$ cat src/rtl/cfl_pkg.sv
package cfl_pkg;

    localparam int CFL_NCH = 6;
    localparam int CFL_DW  = 16;
    localparam int CFL_AW  = 2;

    typedef enum logic [CFL_AW-1:0] {
        REG_CONV = 2'd0,
        REG_OPEN = 2'd1,
        REG_IEN  = 2'd2,
        REG_NONE = 2'd3
    } cfl_reg_e;

endpackage

$ cat src/rtl/cfl_status_latch.sv
module cfl_status_latch #(
    parameter int NCH     = 6,
    parameter bit CLR_ALL = 1'b1
) (
    input  logic           clk,
    input  logic           rst_n,
    input  logic [NCH-1:0] fault_i,
    input  logic           rd_i,
    output logic [NCH-1:0] q_o
);

    typedef struct packed {
        logic [NCH-1:0] bits;
    } st_t;

    st_t st_d, st_q;
    logic [NCH-1:0] clr_mask;

    generate
        if (CLR_ALL) begin : g_clr_all
            always_comb clr_mask = {NCH{rd_i}};
        end else begin : g_clr_returned
            always_comb clr_mask = rd_i ? st_q.bits : '0;
        end
    endgenerate

    always_comb begin
        st_d      = st_q;
        st_d.bits = (st_q.bits & ~clr_mask) | fault_i;
    end

    always_ff @(posedge clk or negedge rst_n) begin
        if (!rst_n) st_q <= '0;
        else        st_q <= st_d;
    end

    assign q_o = st_q.bits;

    assert_fault_latched_R2: assert property (@(posedge clk) disable iff (!rst_n)
        (fault_i != '0) |=> ((q_o & $past(fault_i)) == $past(fault_i)));

    assert_hold_no_read_R2: assert property (@(posedge clk) disable iff (!rst_n)
        !rd_i |=> ((q_o & $past(q_o)) == $past(q_o)));

    assert_read_keeps_new_R5: assert property (@(posedge clk) disable iff (!rst_n)
        rd_i |=> (q_o == $past(fault_i)));

endmodule

$ cat src/rtl/cfl_irq_enable.sv
module cfl_irq_enable #(
    parameter int NCH = 6
) (
    input  logic           clk,
    input  logic           rst_n,
    input  logic           wr_i,
    input  logic [NCH-1:0] wdata_i,
    output logic [NCH-1:0] en_o
);

    typedef struct packed {
        logic [NCH-1:0] en;
    } en_st_t;

    en_st_t st_d, st_q;

    always_comb begin
        st_d = st_q;
        if (wr_i) st_d.en = wdata_i;
    end

    always_ff @(posedge clk or negedge rst_n) begin
        if (!rst_n) st_q <= '0;
        else        st_q <= st_d;
    end

    assign en_o = st_q.en;

    assert_en_stable_R6: assert property (@(posedge clk) disable iff (!rst_n)
        !wr_i |=> $stable(en_o));

endmodule

$ cat src/rtl/cfl_reg_decode.sv
module cfl_reg_decode
    import cfl_pkg::*;
#(
    parameter int NCH = 6,
    parameter int DW  = 16
) (
    input  logic                rd_en_i,
    input  logic                wr_en_i,
    input  logic [CFL_AW-1:0]   addr_i,
    input  logic [NCH-1:0]      conv_q_i,
    input  logic [NCH-1:0]      open_q_i,
    input  logic [NCH-1:0]      en_q_i,
    output logic                rd_conv_o,
    output logic                rd_open_o,
    output logic                wr_ien_o,
    output logic [DW-1:0]       rdata_o
);

    localparam int PAD = DW - NCH;

    cfl_reg_e sel;
    logic [NCH-1:0] rsel;

    always_comb begin
        sel       = cfl_reg_e'(addr_i);
        rd_conv_o = rd_en_i && (sel == REG_CONV);
        rd_open_o = rd_en_i && (sel == REG_OPEN);
        wr_ien_o  = wr_en_i && (sel == REG_IEN);
        rsel      = '0;
        if (rd_en_i) begin
            unique case (sel)
                REG_CONV: rsel = conv_q_i;
                REG_OPEN: rsel = open_q_i;
                REG_IEN:  rsel = en_q_i;
                REG_NONE: rsel = '0;
            endcase
        end
        rdata_o = {{PAD{1'b0}}, rsel};
    end

endmodule

$ cat src/rtl/chan_fault_status.sv
module chan_fault_status
    import cfl_pkg::*;
#(
    parameter int NCH = CFL_NCH,
    parameter int DW  = CFL_DW
) (
    input  logic              clk,
    input  logic              rst_n,
    input  logic [NCH-1:0]    conv_fault_i,
    input  logic [NCH-1:0]    open_fault_i,
    input  logic              rd_en_i,
    input  logic              wr_en_i,
    input  logic [CFL_AW-1:0] addr_i,
    input  logic [DW-1:0]     wdata_i,
    output logic [DW-1:0]     rdata_o,
    output logic              irq_o
);

    logic [NCH-1:0] conv_q, open_q, en_q;
    logic rd_conv, rd_open, wr_ien;

    cfl_reg_decode #(.NCH(NCH), .DW(DW)) u_dec (
        .rd_en_i  (rd_en_i),
        .wr_en_i  (wr_en_i),
        .addr_i   (addr_i),
        .conv_q_i (conv_q),
        .open_q_i (open_q),
        .en_q_i   (en_q),
        .rd_conv_o(rd_conv),
        .rd_open_o(rd_open),
        .wr_ien_o (wr_ien),
        .rdata_o  (rdata_o)
    );

    cfl_status_latch #(.NCH(NCH), .CLR_ALL(1'b1)) u_conv (
        .clk    (clk),
        .rst_n  (rst_n),
        .fault_i(conv_fault_i),
        .rd_i   (rd_conv),
        .q_o    (conv_q)
    );

    cfl_status_latch #(.NCH(NCH), .CLR_ALL(1'b0)) u_open (
        .clk    (clk),
        .rst_n  (rst_n),
        .fault_i(open_fault_i),
        .rd_i   (rd_open),
        .q_o    (open_q)
    );

    cfl_irq_enable #(.NCH(NCH)) u_ien (
        .clk    (clk),
        .rst_n  (rst_n),
        .wr_i   (wr_ien),
        .wdata_i(wdata_i[NCH-1:0]),
        .en_o   (en_q)
    );

    assign irq_o = |(conv_q & en_q);

    assert_irq_needs_enable_R7: assert property (@(posedge clk) disable iff (!rst_n)
        irq_o |-> (en_q != '0) && (conv_q != '0));

    assert_rdata_upper_zero_R6: assert property (@(posedge clk) disable iff (!rst_n)
        rdata_o[DW-1:NCH] == '0);

    assert_irq_drops_after_clear_R8: assert property (@(posedge clk) disable iff (!rst_n)
        (rd_conv && conv_fault_i == '0) |=> !irq_o);

    assert_open_no_irq_R9: assert property (@(posedge clk) disable iff (!rst_n)
        (conv_q == '0) |-> !irq_o);

    assert_rdata_idle_R11: assert property (@(posedge clk) disable iff (!rst_n)
        !rd_en_i |-> (rdata_o == '0));

endmodule

$ cat config.mk
export PLATFORM = sky130hd
export DESIGN_NAME = chan_fault_status
export DESIGN_NICKNAME = d
export VERILOG_FILES = /design/src/rtl/cfl_pkg.sv /design/src/rtl/cfl_status_latch.sv /design/src/rtl/cfl_irq_enable.sv /design/src/rtl/cfl_reg_decode.sv /design/src/rtl/chan_fault_status.sv
export SDC_FILE = /design/constraint.sdc
export NUM_CORES = 1
export LEC_CHECK = 0
export ABC_AREA = 1
export BUFFER_PORTS_ARGS = -buffer_cell sky130_fd_sc_hd__buf_2
export CORE_AREA = 2 2 50 52
export CTS_CLUSTER_DIAMETER = 60
export DETAILED_ROUTE_END_ITERATION = 10
export DIE_AREA = 0 0 52 54
export PLACE_DENSITY = 0.8
export SETUP_SLACK_MARGIN = 0.1
export SLEW_MARGIN = 10
export SYNTH_ARGS = -nofsm -noshare
export SYNTH_HDL_FRONTEND = slang
export SYNTH_HIERARCHICAL = 1
export SYNTH_SLANG_ARGS = --single-unit
export TNS_END_PERCENT = 30
$ cat constraint.sdc
create_clock -name clk -period 1.45 [get_ports clk]
set_input_delay 0.29 -clock clk [delete_from_list [all_inputs] [get_ports clk]]
set_output_delay 0.29 -clock clk [all_outputs]
set_load 0.02 [all_outputs]
=== Word level (Yosys, flattened, before mapping) ===
Index checks and enable logic that the tools add are counted.

* Word-level logic and storage cells: 21
* Output and inout bits: 17
* Flip-flop bits (word level): 18
* Input port bits: 34

* Reductions and logical operators: 5
* Bitwise gates (word level): 7
* Equality and inequality tests: 3
* Multiplexer cells: 3

{| class="wikitable"
|+ Operators with widths
! kind !! count
|-
| 6-bit one-hot mux with 4 select lines || 1
|-
| 6-bit bitwise AND || 3
|-
| 6-bit 2-to-1 mux || 2
|-
| 6-bit NOT || 2
|-
| 6-bit OR || 2
|-
| 6-bit OR reduction || 1
|-
| 2-bit == test (second input constant) || 2
|-
| 1-bit logical AND || 3
|-
| 2-bit by 1-bit == test with 1-bit output (second input constant) || 1
|-
| 2-bit logical NOT || 1
|}

=== Longest topological paths before layout ===
Gate-level depths: netlist (run 1).

* Word-level depth: 6
* Mapped depth: 6

=== Cells and area by module ===
Netlist (run 1), hierarchy kept.

{| class="wikitable"
|+ By module, submodules not included
! module !! cells each !! times used !! area an instance (sq um)
|-
| cfl_status_latch || 25 || 2 || 221.5
|-
| cfl_reg_decode || 56 || 1 || 317.8
|-
| cfl_irq_enable || 25 || 1 || 221.5
|-
| chan_fault_status || 12 || 1 || 45.0
|}

=== Least setup slack after synthesis (run 1) ===
No wires, ideal clock.

* Path type: input port to output port
* Start: input port addr_i[1]
* End: output port rdata_o[0]
* Setup slack: 338 ps
* Cell stages on the path: 6
* Data arrival time: 822 ps
* Path through: buf_6 > nor2_8 > nand2_1 > nand3_1 > nand2_1 > inv_1

* Longest elaborated chain between the ends: 3
* Elaborated cells between the ends (all ways): 6
* Classes of those cells: 3 x eq/ne; 2 x mux; 1 x reduce/logical

{| class="wikitable"
|+ Ends and longest elaborated chain
! item !! line !! source
|-
| start: declaration || chan_fault_status.sv:13 || <nowiki>input logic [CFL_AW-1:0] addr_i,</nowiki>
|-
| 2-bit == test, or another cell as far along || cfl_reg_decode.sv:31 || <nowiki>unique case (sel)</nowiki>
|-
| 6-bit one-hot mux with 4 select lines (*) || cfl_reg_decode.sv:31 ||
|-
| 6-bit 2-to-1 mux (*) || cfl_reg_decode.sv:30 || <nowiki>if (rd_en_i) begin</nowiki>
|-
| end: declaration || chan_fault_status.sv:15 || <nowiki>output logic [DW-1:0] rdata_o,</nowiki>
|}

Every way passes the cells marked *; elsewhere a longest branch is shown, timed or not.

=== Worst setup path after layout (run 1) ===
* Start: register u_ien.st_q, in the netlist u_ien/en_o[3]
* End: output port irq_o

* Longest elaborated chain between the ends: 2

{| class="wikitable"
|+ Ends and longest elaborated chain
! item !! line !! source
|-
| start: declaration || cfl_irq_enable.sv:15 || <nowiki>en_st_t st_d, st_q;</nowiki>
|-
| start signal: assignment || cfl_irq_enable.sv:24 || <nowiki>else st_q <= st_d;</nowiki>
|-
| 6-bit bitwise AND || chan_fault_status.sv:59 || <nowiki>assign irq_o = |(conv_q & en_q);</nowiki>
|-
| 6-bit OR reduction || chan_fault_status.sv:59 ||
|-
| end: declaration || chan_fault_status.sv:16 || <nowiki>output logic irq_o</nowiki>
|}

Every way passes these cells.

==> results of run 1 <==
-- flip-flops by register name (all words and copies together) (netlist names) --
| signal | count |
|---|---|
| u_open/q_o | 6 |
| u_ien/en_o | 6 |
| u_conv/q_o | 6 |
-- cells in the final DEF (no fill, tap or decap) --
cell	n
and3_2	1
buf_2	22
buf_4	1
buf_6	7
clkbuf_4	4
clkbuf_8	1
conb_1	10
dfrtp_1	18
dlygate4sd3_1	1
inv_1	19
inv_2	5
nand2_1	62
nand3_1	14
nand3_2	4
nand4_1	1
nor2_1	2
nor2_8	1
nor3_1	2
-- worst max-delay path, delay by kind of cell (launching register included) --
kind / cells / cell delay [ns]
buf+inv: 1 / 0.13
flops: 1 / 0.43
simple gates: 4 / 0.32
-- power by group through the flow --
stage | registers [uW] | logic (uW) | clock network (uW)
after floorplan | 579 | 200 | 0
after global placement | 590 | 243 | 0
after detailed placement | 591 | 249 | 0
after CTS | 581 | 277 | 311
after global routing | 587 | 325 | 344
final | 582 | 285 | 304
-- metal layers --
| layer | vias to the layer above | part of all wire [%] | global-route usage, % |
|---|---|---|---|
| met5 | - | 0 | 0 |
| met4 | 0 | 0.29 | 6.58 |
| met3 | 2 | 6.7 | 3.06 |
| met2 | 29 | 51 | 31.4 |
| met1 | 424 | 41 | 20.5 |
| li1 | 473 | - | - |
-- cell families after synthesis --
logic type / after synthesis / share of synthesized area (%)
simple gates: 87 / 36.4
other cells: 1 / 0.365
buf+inv: 37 / 19.4
flops: 18 / 43.8
-- what timing repair did --
action,CTS,global route
pin swaps,20,3
hold buffers,1,0
endpoints found under the hold margin,18,0
buffers inserted,0,1
gates resized for setup,14,5
setup endpoints to repair,6,7
-- through the flow --
stage	std cells	power (uW)	utilization [%]	cell area (um2)	setup slack, ns
finish	205	1170	54.3	1260	-0.00104
CTS	204	1170	53.2	1230	-0.0112
floorplan	152	780	-	1060	0.338
global placement	199	833	49.1	1140	0.107
detailed placement	199	839	49.1	1140	0.102
global route	205	1260	54.3	1260	-0.0692
-- final cells by class --
type / count / area share (%)
Clock buffer: 4 / 2.88
Sequential cell: 18 / 35.7
Multi-Input combinational cell: 97 / 34.3
Timing Repair Buffer: 32 / 17.0
Inverter: 24 / 7.15
Tap cell: 30 / 2.98
-- worst paths after layout --
check,endpoint,slack [ns],startpoint
worst min register to register,u_open/q_o[0]$_DFF_PN0_,0.51,u_open/q_o[0]$_DFF_PN0_
min in group asynchronous,u_conv/q_o[2]$_DFF_PN0_,0.44,rst_n
worst min-delay path,u_open/q_o[4]$_DFF_PN0_,0.17,open_fault_i[4]
worst max-delay path,irq_o,-0.001,u_ien/en_o[3]$_DFFE_PN0P_
worst max register to register,u_conv/q_o[1]$_DFF_PN0_,0.70,u_conv/q_o[1]$_DFF_PN0_
max in group asynchronous,u_ien/en_o[3]$_DFFE_PN0P_,0.73,rst_n
==> results.yml, run 1 <==
clocking:
  cts.htree.levels: 1
  cts_sinks: 18
  clock_tree.buffer_depth: 2
  clock_latency_ns: 0.29
  clk_root_buf: "clkbuf_4"
  worst_setup_hold_path_clk_slew_ns: 0.10
  numCtsBuffers: 3
  tritoncts: "yes"
yosys:
  syn_inst: 143
  netlist_top_cells_area: "dfrtp_1 (44%), nand2_1 (23%), nand3_1 (8.8%), buf_4 (7.3%), inv_1 (6.9%)"
  synth_common_cells: "nand2_1 (62), inv_1 (19), dfrtp_1 (18), nand3_1 (18), buf_4 (10)"
  synth.most_common_cell: "nand2_1"
  async_flop_share_pct: 100
  synth_edf_count: 0
  post_synth_instance_area_um2: 1030
  synth.top_cell.area_share_pct: 43.8
  yosys.area.top_type: "dfrtp_1"
  cell_variety_after_synth: 13
  postSynthRegisterBits: 18
  syn_area_per_cell_um2: 7.18
  synth-main-ff-cell: "dfrtp_1"
  ys.warnings.count: 6
  seq_area_frac_synth_pct: 43.8
run_status:
  outcome: "finished with violations"
  violated_checks: "negative setup slack"
routing:
  wirelength_routed_mm: 2.07
  firstDrtPassIters: 4
  avgViaCountPerCell: 4.53
  drt_iter0_drc: 24
  route.detailed.wl_per_inst_um: 10.1
  via_count: 928
  ant_nets: 0
  post-route-drc-count: 0
floorplan:
  fp.coreArea_um2: 2320
  placement_rows: 18
  design.portCount: 51
  dieWidth_um: 52
  area_of_the_die_um2: 2810
  fp.dieH_um: 54
  initial_standard_cell_utilization_of_the_core_pct: 44.3
grt:
  first_pass_grt_wire_length_mm: 3.55
  groute.usage.overall_pct: 17.4
  grt_overflow_total: 0
  number_of_antenna_violations_at_the_first_check_in_global_routing: 0
  grt_start_max_net_pins: 19
  number_of_global_route_vias_before_repair: 874
cells_and_area:
  nFillCells: 234
  multiInputGateArea_um2: 432
  final_layout_size_suffix_gt1_share_pct: 26.3
  count_of_inserted_antenna_diode_cells: 0
  sequential_cell_area_um2: 450
  syn_to_final_growth_pct: 22.7
  fin_nets: 210
worst_setup_path:
  worstPathRequired_ns: 1.16
  slowest_delay_ns: 0.43
  critical_path.cell_chain: "nand2_1 > nand2_1 > nor2_1 > nand2_1 > buf_6"
  worst-setup-path-type: "flop to output port"
  reg2regPathDepth: 3
  critPathCaptureType: "output port"
  setup.worst_path.start_class: "flop"
  cell_with_the_largest_stage_delay_on_the_worst_path: "dfrtp_1"
  cp_common_cell: "nand2_1"
  cp_data_arrival_time_ns: 1.16
  path_max_fanout: 3
pwr:
  combPwrFrac_pct: 24.3
  power.density_nw_per_um2: 929
  p_leak_uw: 0.000773
  p_sw_share_pct: 30.5
  ir_drop_mv: 0.678
  cell_internal_pwr_uw: 814
  net-switching-power_uw: 357
  seq_power_share_pct: 49.7
  power_frac_clock_pct: 26.0
timing:
  postLayoutSetupSlackWorst_ns: -0.00104
  finalCritPeriodShare_pct: 100
  timing_hold_violations_final: 0
  finClkSkew_ns: 0
  finalSetupViolCount: 1
  slew_violations: 0
  finalHoldWorstSlack_ns: 0.174
  grt_setup_unrepaired: "true"
  finalSetupTns_ns: -0.00104
  fmax_mhz: 689
  period_needed_ns: 1.45
placed_design:
  dp.final_hpwl_mm: 1.54
  numPortBuffers: 30
  gp_congestion: 0.824
job:
  max_cap_violations: 0
worst_hold_path:
  worst_hold_path.num_cells: 3
  min-delay-path-class: "input port to flop"
No activity file was read; power rests on OpenSTA's default activity.
==> run 2, diff against run 1 <==
Settings changed: CORE_AREA 2 2 50 52 to 2 2 54 56, DIE_AREA 0 0 52 54 to 0 0 56 58, PLACE_DENSITY 0.8 to 0.72.
Clock period 1.45 ns to 1.3 ns, I/O delays scaled along.
==> results.yml, run 2 (synthesized netlist as in run 1, its figures left out) <==
worst_setup_path:
  slowest_delay_ns: 0.42
  path_max_fanout: 3
  cell_with_the_largest_stage_delay_on_the_worst_path: "dfrtp_1"
  rr_endpoint: "u_ien/en_o[3]$_DFFE_PN0P_"
  critPathCaptureType: "output port"
  critical_path.cell_chain: "nand2_1 > nand2_1 > nor2_1 > nand2_1 > buf_6"
  reg2regPathDepth: 3
  cp_data_arrival_time_ns: 1.14
  reg2reg_slack_ns: 0.53
  worstPathRequired_ns: 1.04
  cp_common_cell: "nand2_1"
  setup.worst_path.start_class: "flop"
  critical_path.reg2reg.startpoint: "u_ien/en_o[3]$_DFFE_PN0P_"
  setup.worst_path.start: "u_conv/q_o[3]$_DFF_PN0_"
  worst-setup-path-type: "flop to output port"
run_status:
  violated_checks: "negative setup slack"
  outcome: "finished with violations"
clocking:
  clock_tree.buffer_depth: 2
  tritoncts: "yes"
  numCtsBuffers: 3
  worst_setup_hold_path_clk_slew_ns: 0.09
  cts.htree.levels: 1
  clock_latency_ns: 0.28
  cts_sinks: 18
  clk_root_buf: "clkbuf_4"
timing:
  slew_violations: 0
  fmax_mhz: 716
  postLayoutSetupSlackWorst_ns: -0.0972
  finClkSkew_ns: 0
  grt_setup_unrepaired: "true"
  finalSetupViolCount: 6
  timing_hold_violations_final: 0
  period_needed_ns: 1.40
  finalCritPeriodShare_pct: 107
placed_design:
  numPlacedInstances: 200
  detailed_place.area_um2: 1140
  dp.final_hpwl_mm: 1.54
  numPortBuffers: 30
  gp_congestion: 0.825
routing:
  avgViaCountPerCell: 4.44
  wirelength_routed_mm: 2.02
  firstDrtPassIters: 4
  via_count: 914
  ant_nets: 0
  route.detailed.wl_per_inst_um: 9.80
  post-route-drc-count: 0
  drt_iter0_drc: 15
cells_and_area:
  syn_to_final_growth_pct: 19.4
  sequential_cell_area_um2: 450
  mostFrequentLayoutCell: "nand2_1"
  final_util_pct: 46.1
  multiInputGateArea_um2: 422
  count_of_inserted_antenna_diode_cells: 0
  fin_nets: 211
  layout_common_cells: "nand2_1 (62), buf_2 (25), inv_1 (19), dfrtp_1 (18), nand3_1 (16)"
  final_area_um2: 1230
  final_layout_size_suffix_gt1_share_pct: 25.1
  nFillCells: 293
  finish.cell_count_without_fillers: 206
grt:
  number_of_antenna_violations_at_the_first_check_in_global_routing: 0
  number_of_global_route_vias_before_repair: 815
  first_pass_grt_wire_length_mm: 3.46
  grt_overflow_total: 0
  groute.usage.overall_pct: 13.6
  grt_start_max_net_pins: 19
floorplan:
  fp.coreArea_um2: 2660
  initial_standard_cell_utilization_of_the_core_pct: 38.6
  fp.dieH_um: 58
  dieWidth_um: 56
  placement_rows: 19
  design.portCount: 51
  area_of_the_die_um2: 3250
pwr:
  ir_drop_mv: 0.602
  power.density_nw_per_um2: 1000
  p_leak_uw: 0.000761
worst_hold_path:
  holdPathEnd: "u_conv/q_o[4]$_DFF_PN0_"
  min-delay-path-class: "input port to flop"
  worstHoldStart: "conv_fault_i[4]"
  worst_hold_path.num_cells: 3
job:
  max_cap_violations: 0
[run 2: cell count changes in the layout (fill, tap and decap cells not counted)]
cell / delta
buf_2: +3
buf_6: -3
buf_4: +2
nand3_1: +2
nand3_2: -2
clkbuf_4: -1
clkbuf_8: -1
[run 2: critical path: cells and delay by family (launching register included)]
family | cells | cell delay [ns]
buf+inv | 1 | 0.13
simple gates | 4 | 0.31
flops | 1 | 0.42
[run 2: report_power, final]
group / leakage, uW / switching, uW / total, uW / internal, uW
Combinational: 0.000559 / 186 / 315 / 129
Clock: 0.0000138 / 158 / 265 / 108
Sequential: 0.000188 / 39.9 / 648 / 608
[run 2: what timing repair did]
item	CTS	global route
endpoints found under the hold margin	18	0
resized for setup	4	7
hold buffers	1	0
pin swaps	8	12
setup buffers	0	2
endpoints found under the setup margin	7	7
[run 2: metal layers]
layer  track usage [%]  vias to the layer above  wire, um
met5                 0                        -         0
met4              5.10                        0         0
met3              3.13                        0       130
met2              19.2                       29       912
met1              20.3                      414       976
li1                  -                      471         -
[run 2: per-stage QoR]
step	hold WS [ns]	setup WS (ns)	TNS, ns	power, uW
final	0.149	-0.0972	-0.289	1230
after global routing	0.136	-0.203	-0.955	1330
after CTS	0.142	-0.112	-0.437	1210
after detailed placement	0.210	0.0144	0	935
after global placement	0.206	0.0179	0	931
after floorplan	-0.0356	0.248	0	870
[run 2: worst max path at each step]
| stage | slack, ns | depth (start not counted) | to |
|---|---|---|---|
| 6_report | -0.1 | 5 | irq_o |
| 3_3_place_gp | 0.02 | 7 | rdata_o[0] |
| 3_5_place_dp | 0.01 | 7 | rdata_o[5] |
| 2_1_floorplan | 0.25 | 6 | rdata_o[0] |
| 4_1_cts | -0.11 | 5 | irq_o |
| 5_1_grt | -0.20 | 5 | irq_o |
[run 2: layout make-up]
class | instances | share of cell area, %
sequential | 18 | 36.7
inverter | 24 | 7.35
clock buffer | 3 | 1.84
tap | 31 | 3.16
timing repair buffer | 33 | 16.5
multi-input combinational | 97 | 34.4
==> run 3, diff against run 2 <==
Settings changed: CORE_AREA 2 2 54 56 to 5 5 45 76, DIE_AREA 0 0 56 58 to 0 0 50 81, PLACE_DENSITY 0.72 to 0.71, SETUP_SLACK_MARGIN 0.1 to unset.
==> results.yml, run 3 (synthesized netlist as in run 1, its figures left out) <==
worst_setup_path:
  critPathCaptureType: "output port"
  reg2reg_slack_ns: 0.55
  worstPathRequired_ns: 1.04
  critical_path_depth: 4
  reg2regPathDepth: 3
  cp_top_family: "flip-flops"
  critPathBufInv: 2
  worst-setup-path-type: "flop to output port"
  critical_path.reg2reg.startpoint: "u_conv/q_o[0]$_DFF_PN0_"
  critical_path.endpoint: "rdata_o[3]"
  critical_path.cell_chain: "buf_4 > nand3_1 > nand3_1 > buf_2"
  cp_common_cell: "nand3_1"
  setup.worst_path.start_class: "flop"
  setup.worst_path.start: "u_ien/en_o[3]$_DFFE_PN0P_"
  slowest_delay_ns: 0.41
  cell_with_the_largest_stage_delay_on_the_worst_path: "dfrtp_1"
  path_max_fanout: 3
  cp_data_arrival_time_ns: 1.08
  rr_endpoint: "u_conv/q_o[0]$_DFF_PN0_"
grt:
  number_of_global_route_vias_before_repair: 834
  first_pass_grt_wire_length_mm: 3.39
  number_of_antenna_violations_at_the_first_check_in_global_routing: 0
  grt_overflow_total: 0
  grt_start_max_net_pins: 19
  groute.usage.overall_pct: 10.9
routing:
  avgViaCountPerCell: 4.55
  post-route-drc-count: 0
  via_count: 932
  ant_nets: 0
  route.detailed.wl_per_inst_um: 10.9
  wirelength_routed_mm: 2.23
  firstDrtPassIters: 4
  drt_iter0_drc: 34
timing:
  period_needed_ns: 1.34
  postLayoutSetupSlackWorst_ns: -0.0440
  finalCritPeriodShare_pct: 103
  timing_hold_violations_final: 0
  grt_setup_unrepaired: "true"
  finalSetupViolCount: 4
  finalSetupTns_ns: -0.106
  fmax_mhz: 744
  finClkSkew_ns: 0
  slew_violations: 0
placed_design:
  numPlacedInstances: 196
  numPortBuffers: 30
  detailed_place.area_um2: 1140
  gp_congestion: 0.873
  dp.final_hpwl_mm: 1.74
  place_worst_setup_slack_ns: 0.00225
cells_and_area:
  final_layout_size_suffix_gt1_share_pct: 26.4
  syn_to_final_growth_pct: 24.1
  count_of_inserted_antenna_diode_cells: 0
  final_area_um2: 1270
  finish.cell_count_without_fillers: 205
  layout_common_cells: "nand2_1 (62), buf_2 (24), inv_1 (19), dfrtp_1 (18), nand3_1 (16)"
  fin_nets: 213
  mostFrequentLayoutCell: "nand2_1"
job:
  max_cap_violations: 0
floorplan:
  fp.coreArea_um2: 2690
  design.portCount: 51
  placement_rows: 25
  initial_standard_cell_utilization_of_the_core_pct: 38.2
  dieWidth_um: 50
  fp.dieH_um: 81
  area_of_the_die_um2: 4050
pwr:
  p_leak_uw: 0.000786
  power.density_nw_per_um2: 1110
  ir_drop_mv: 0.602
  totalPowerFinal_uw: 1420
clocking:
  numCtsBuffers: 3
  clk_root_buf: "clkbuf_8"
  cts.htree.levels: 1
  clock_tree.buffer_depth: 2
  cts_sinks: 18
  worst_setup_hold_path_clk_slew_ns: 0.07
  clock_latency_ns: 0.25
  tritoncts: "yes"
run_status:
  violated_checks: "negative setup slack"
  outcome: "finished with violations"
worst_hold_path:
  min-delay-path-class: "input port to flop"
## run 3: cell count changes in the layout (fill, tap and decap cells not counted)
cell	before	now
buf_2	25	24
buf_4	3	4
buf_6	4	5
clkbuf_4	3	1
clkbuf_8	0	4
## run 3: cell type report
cell class | instances | area, um2
fillers | 301 | 1420
inverters | 24 | 90.1
multi-input cells | 97 | 422
repair buffers | 35 | 224
clock buffers | 4 | 55.1
well taps | 27 | 33.8
flip-flops and latches | 18 | 450
## run 3: how the worst min path moves through the flow
stage                         start                        end  slack [ns]  cells past startpoint
finish              open_fault_i[1]    u_open/q_o[1]$_DFF_PN0_        0.19                      3
detailed placement            rst_n  u_ien/en_o[4]$_DFFE_PN0P_        0.21                      1
global route        open_fault_i[3]    u_open/q_o[3]$_DFF_PN0_        0.19                      3
CTS                 open_fault_i[1]    u_open/q_o[1]$_DFF_PN0_        0.18                      3
floorplan                     rst_n    u_conv/q_o[0]$_DFF_PN0_       -0.04                      0
global placement              rst_n  u_ien/en_o[4]$_DFFE_PN0P_        0.20                      1
## run 3: per-stage QoR
stage | utilization [%] | hold slack, ns
floorplan | - | -0.0356
global placement | 42.2 | 0.202
detailed placement | 42.2 | 0.207
CTS | 45.9 | 0.185
global route | 47.4 | 0.194
finish | 47.4 | 0.186
## run 3: worst register-to-register path, delay by kind of cell, from the launching register on
family	cells	cell delay, ns
simple gates	2	0.09
flops	1	0.41
buf+inv	1	0.14
## run 3: timing repair
| item | CTS | global route |
|---|---|---|
| hold buffers | 1 | 0 |
| gates resized for setup | 6 | 7 |
| setup buffers | 2 | 2 |
| endpoints found under the hold margin | 18 | 0 |
| setup endpoints to repair | 6 | 7 |
| pin swaps | 11 | 10 |
## run 3: power breakdown
group	internal, uW	switching, uW	total [uW]
logic	135	187	322
registers	609	41.9	651
clock network	269	179	448
total	1010	408	1420
## run 3: per-layer routing
layer | global-route usage [%] | part of all wire, % | up-vias
met5 | 0 | 0 | -
met4 | 5.51 | 1.0 | 0
met3 | 2.20 | 7.9 | 2
met2 | 20.4 | 55 | 36
met1 | 11.0 | 36 | 417
li1 | - | - | 477
